### src/rtl/lfsr_pkg.sv
package lfsr_pkg;

  // Elaboration-time choice of feedback wiring
  typedef enum logic {
    TOPO_EXTERNAL = 1'b0,  // single XOR tree feeding the top stage
    TOPO_INTERNAL = 1'b1   // XOR gates between stages, driven by the top stage
  } topo_e;

endpackage

### src/rtl/lfsr_zero_detect.sv
module lfsr_zero_detect #(
  parameter int unsigned WIDTH = 8
) (
  input  logic [WIDTH-1:0] vec,
  output logic             is_zero
);

  assign is_zero = ~|vec;

endmodule

### src/rtl/lfsr_ext_next.sv
// Shift-and-fold successor: stages shift toward X0, feedback lands in X[N-1]
module lfsr_ext_next #(
  parameter int unsigned     WIDTH = 8,
  parameter logic [WIDTH-1:0] TAPS = 'h70
) (
  input  logic [WIDTH-1:0] cur,
  output logic [WIDTH-1:0] nxt
);

  logic [WIDTH-1:0] fold_terms;

  // X0 always participates; other stages only where the coefficient is set
  assign fold_terms[0] = cur[0];

  for (genvar i = 1; i < WIDTH; i++) begin : g_terms
    assign fold_terms[i] = TAPS[i] & cur[i];
  end

  for (genvar i = 0; i < WIDTH - 1; i++) begin : g_shift
    assign nxt[i] = cur[i+1];
  end

  assign nxt[WIDTH-1] = ^fold_terms;

endmodule

### src/rtl/lfsr_int_next.sv
// Distributed successor: multiply by x, reduce by the characteristic polynomial
module lfsr_int_next #(
  parameter int unsigned     WIDTH = 8,
  parameter logic [WIDTH-1:0] TAPS = 'h70
) (
  input  logic [WIDTH-1:0] cur,
  output logic [WIDTH-1:0] nxt
);

  logic carry_out;

  assign carry_out = cur[WIDTH-1];
  assign nxt[0]    = carry_out;

  for (genvar i = 1; i < WIDTH; i++) begin : g_stage
    if (TAPS[i]) begin : g_xor
      assign nxt[i] = cur[i-1] ^ carry_out;
    end else begin : g_wire
      assign nxt[i] = cur[i-1];
    end
  end

endmodule

### src/rtl/lfsr_pattern_gen.sv
module lfsr_pattern_gen #(
  parameter int unsigned      WIDTH = 8,
  parameter logic [WIDTH-1:0] TAPS  = 'h70,  // h_i in bit i; default x^8+x^6+x^5+x^4+1
  parameter lfsr_pkg::topo_e  TOPO  = lfsr_pkg::TOPO_EXTERNAL
) (
  input  logic             clk,
  input  logic             rst,
  input  logic             en,
  input  logic             load,
  input  logic [WIDTH-1:0] seed,
  output logic [WIDTH-1:0] state,
  output logic             lockup
);

  localparam logic [WIDTH-1:0] SAFE_SEED = {{(WIDTH-1){1'b0}}, 1'b1};

  logic [WIDTH-1:0] state_q;
  logic [WIDTH-1:0] step_val;
  logic [WIDTH-1:0] seed_eff;
  logic             seed_is_zero;
  logic             take_seed;   // named event: seeding this cycle
  logic             advance;     // named event: stepping this cycle

  assign take_seed = load;
  assign advance   = en & ~load;

  lfsr_zero_detect #(.WIDTH(WIDTH)) u_seed_zero (
    .vec     (seed),
    .is_zero (seed_is_zero)
  );

  assign seed_eff = seed_is_zero ? SAFE_SEED : seed;

  if (TOPO == lfsr_pkg::TOPO_EXTERNAL) begin : g_ext
    lfsr_ext_next #(.WIDTH(WIDTH), .TAPS(TAPS)) u_next (
      .cur (state_q),
      .nxt (step_val)
    );
  end else begin : g_int
    lfsr_int_next #(.WIDTH(WIDTH), .TAPS(TAPS)) u_next (
      .cur (state_q),
      .nxt (step_val)
    );
  end

  always_ff @(posedge clk) begin
    if (rst)            state_q <= SAFE_SEED;
    else if (take_seed) state_q <= seed_eff;
    else if (advance)   state_q <= step_val;
  end

  lfsr_zero_detect #(.WIDTH(WIDTH)) u_state_zero (
    .vec     (state_q),
    .is_zero (lockup)
  );

  assign state = state_q;


  hold_when_idle_chk: assert property (@(posedge clk) disable iff (rst)
    (!en && !load) |=> $stable(state));


  seed_taken_chk: assert property (@(posedge clk) disable iff (rst)
    (load && (seed != '0)) |=> (state == $past(seed)));


  zero_seed_subst_chk: assert property (@(posedge clk) disable iff (rst)
    (load && (seed == '0)) |=> (state == SAFE_SEED));


  never_locked_chk: assert property (@(posedge clk) disable iff (rst)
    !lockup);

  if (TOPO == lfsr_pkg::TOPO_EXTERNAL) begin : g_ext_chk

    ext_shift_down_chk: assert property (@(posedge clk) disable iff (rst)
      (en && !load) |=> (state[WIDTH-2:0] == $past(state[WIDTH-1:1])));
  end else begin : g_int_chk

    int_wrap_top_chk: assert property (@(posedge clk) disable iff (rst)
      (en && !load) |=> (state[0] == $past(state[WIDTH-1])));
  end

endmodule

### config.mk
export PLATFORM = sky130hd
export DESIGN_NAME = lfsr_pattern_gen
export DESIGN_NICKNAME = d
export VERILOG_FILES = /design/src/rtl/lfsr_pkg.sv /design/src/rtl/lfsr_zero_detect.sv /design/src/rtl/lfsr_ext_next.sv /design/src/rtl/lfsr_int_next.sv /design/src/rtl/lfsr_pattern_gen.sv
export SDC_FILE = /design/constraint.sdc
export NUM_CORES = 1
export LEC_CHECK = 0
export BUFFER_PORTS_ARGS = -buffer_cell sky130_fd_sc_hd__buf_2
export CAP_MARGIN = 15
export CORE_UTILIZATION = 30
export CTS_BUF_LIST = sky130_fd_sc_hd__clkbuf_4
export DETAILED_ROUTE_END_ITERATION = 10
export PLACE_DENSITY_LB_ADDON = 0.12
export SLEW_MARGIN = 20
export SYNTH_ARGS = -nofsm -noshare
export SYNTH_HDL_FRONTEND = slang
export SYNTH_SLANG_ARGS = --single-unit
### constraint.sdc
create_clock -name clk -period 3.4 [get_ports clk]
set_clock_uncertainty 0.1 [all_clocks]
set_input_delay 0.85 -clock clk [delete_from_list [all_inputs] [get_ports clk]]
set_output_delay 0.85 -clock clk [all_outputs]
set_load 0.01 [all_outputs]
==> key figures <==
Global route
  – Number of global-route vias before repair: 337
  – Initial antenna violation count: 0
  – GRT Overall Usage: 15.50%
  – Largest net degree at the start of global routing: 13
  – First-pass GRT wire length: 1531 um
  – GRT overflow: 0

Routing
  – Total number of vias: approximately 420
  – Initial DRC Count: 22
  – Vias per inst: 5.000
  – Post-route DRC: 0
  – First drt pass iteration count: 4
  – Post-route ant nets: 0
  – Total wire length: between 900 and 1000 um
  – Routed length per placed instance: 11.87 um

Floorplanning
  – Initial Util: 33.36%
  – Die Area: approximately 1700 um2
  – # rows: 13
  – Die width: 40.75 um
  – Core area: 1350 um2
  – Io pins: 21
  – Die height: 40.75 um

Setup path
  – Worst setup endpoint: lockup
  – CP cell instances: inv_1, ha_1, or4b_1, nor4_2, buf_2
  – Reg2reg setup slack: 1960 ps
  – Crit Path Class: reg -> out
  – Crit end category: output pin
  – CP Launch Point: state[4]
  – Slowest stage delay, CP: 450 ps
  – Max stage delay cell, worst path: or4b_1
  – Worst Reg-to-Reg Cells: 5
  – CP arrival: 1520 ps
  – Largest fanout on the critical path: 4
  – Capturing point of the worst reg2reg path: state[7]
  – Worst r2r src: state[4]
  – Worst EP required: approximately 2500 ps
  – Startpoint Class: register

Placed design
  – Placed insts: 80
  – DP Wirelength: slightly below 800 um
  – IO Port Bufs: 20
  – GPL Wtd Cong: roughly 0.7
  – Pre-CTS setup slack: 1202 ps

STA
  – Final TNS setup: 0 ps
  – Max-slew violations: 0
  – Minimum clock period: 2475 ps
  – Final hold viol count: 0
  – Fmax: 404.1 MHz
  – Period utilization: 72.78%
  – Hold_ws: 531.2 ps
  – RSZ-0062 raised after global routing: false
  – Final worst slack: 925.3 ps
  – Worst slew pin tran: 341.9 ps
  – Headroom to the max-slew limit: 77.00%
  – Setup-failing EPs final: 0

Outcome
  – Status: finished clean

Synth
  – Top-area cell type share of the netlist area: between 30% and 40%
  – Synth Area in Simple Gates: 20.00%
  – Post-Synth XOR/XNOR Area: about 3.9%
  – Syn Inst Count: 48
  – Synth Warn #: 0
  – Mux contribution to synthesized area: between 20% and 30%
  – Top-count cell post-synth: dfxtp_1
  – Post-synth EDFFs: 0
  – Post-synth ARST share: 0%
  – Synth Net Count: 61
  – FF+latch count, synth: 8
  – Synth unique cells: 20
  – Main combinational cell family by area after synthesis: multiplexers
  – Post-synth top cells: dfxtp_1, mux2i_1, nor2_1
  – Most used DFF post-synth: dfxtp_1
  – Leading post-synthesis cells by cell area: dfxtp_1, mux2i_1, mux2_2
  – Synth Cell Area: 450.4 um2
  – Adder-Cell Fraction of Synth Area: 2.778%
  – Syn avg cell area: about 9.4 um2
  – Post-synth top area cell: dfxtp_1
  – Synth Area in Compound Gates: 6.389%
  – Register area share after synthesis: a little over a third

Cells and area
  – Reg area: 160.2 um2
  – Final std cells w/o fill: 83
  – Final Core Density: 42.82%
  – Share of post-route cells with drive strength above 1: between 30% and 40%
  – Layout fillers: about 150
  – Fin nets: 83
  – Multi-input gate area: 265.3 um2
  – Area growth syn-to-layout: 28.33%
  – Number of diodes: 0
  – Largest register FFs: 8

CTS
  – CTS tree: done
  – Post-CTS Hold Fix Bufs: 0
  – CTS root buf: clkbuf_4
  – Post-CTS sizing: 0
  – Postcts setup bufs: 0
  – Reg clk slew, reported paths: 50 ps
  – CTS buffer count: 3
  – Clk sinks: 8
  – Clk Latency, worst-skew pair: between 200 and 300 ps
  – Deepest clock path buffer count: 2
  – H-tree levels: 1

Worst hold path
  – Worst min path class: reg -> reg

Job
  – Max-cap violation count: 0

Power
  – Pwr per Cell Area: 402.9 nW/um2
  – Register share of total power: between 40 and 50%
  – Clock power share: between 30% and 40%
  – Max VDD drop: 0.1841 mV
  – Switching Share: about 28%
  – Lkg Pwr: 0.2819 nW
  – Cell-internal power: roughly 0.00017 W
  – P_sw: 0.00006438 W
  – Combinational share of power: 22.3%
[cell usage in the layout, fill, tap and decap left out, drive strengths merged]
cell    synthesis  final
xnor2           2      2
a21oi           1      1
buf             3     20
nor2            6      6
clkbuf          0      3
mux2            5      5
or4b            1      1
inv             3      3
nor2b           3      3
nand3           1      1
mux2i           6      6
o211ai          1      1
nor3            3      3
ha              1      1
a211oi          1      1
nor4            2      2
o31a            1      1
dfxtp           8      8
[worst min path at each step]
stage               endpoint  slack [ps]  startpoint  cells after the start
global placement    state[0]         520    state[1]                      2
floorplan           state[0]         510    state[1]                      2
finish              state[0]         530    state[1]                      2
CTS                 state[0]         540    state[1]                      2
detailed placement  state[0]         530    state[1]                      2
global route        state[0]         590    state[1]                      2
[final cells by class]
type | instances | area share [%]
Inverter | 3 | 1.948
Sequential cell | 8 | 27.71
Clock buffer | 3 | 3.896
Timing Repair Buffer | 20 | 17.32
Multi-Input combinational cell | 34 | 45.89
Tap cell | 15 | 3.247
[worst max-delay path, delay by kind of cell (launching register included)]
family,cells,cell delay (ps)
simple gates,2,580
fa+ha+maj,1,140
flops,1,330
buf+inv,2,220
[layer usage]
metal	wire length, um	GRT usage, %	up-vias
li1	-	-	213
met1	475	18.42	181
met2	426	20.24	19
met3	74	8.152	2
met4	8	12.50	0
met5	0	0	-
[power by group through the flow]
stage | logic, W | registers (W) | clock network (W)
2_1_floorplan | 0.0000313 | 0.000112 | 0
3_3_place_gp | 0.0000523 | 0.000110 | 0
3_5_place_dp | 0.0000522 | 0.000110 | 0
4_1_cts | 0.0000524 | 0.000108 | 0.0000771
5_1_grt | 0.0000577 | 0.000109 | 0.0000830
6_report | 0.0000520 | 0.000108 | 0.0000729
[metrics by stage]
stage,power [W],area (um2)
after global routing,0.0002496,578.1
after detailed placement,0.0001624,555.5
after global placement,0.0001625,555.5
final,0.0002329,578.1
after floorplan,0.0001434,450.4
after CTS,0.0002376,578.1
[logic make-up (layout without fill, tap and decap cells)]
kind of cell    Yosys count  after routing
flops                     8              8
mux                      11             11
buf+inv                   6             26
simple gates             16             16
xor+xnor                  2              2
fa+ha+maj                 1              1
compound gates            4              4
No activity file was read; power rests on OpenSTA's default activity.
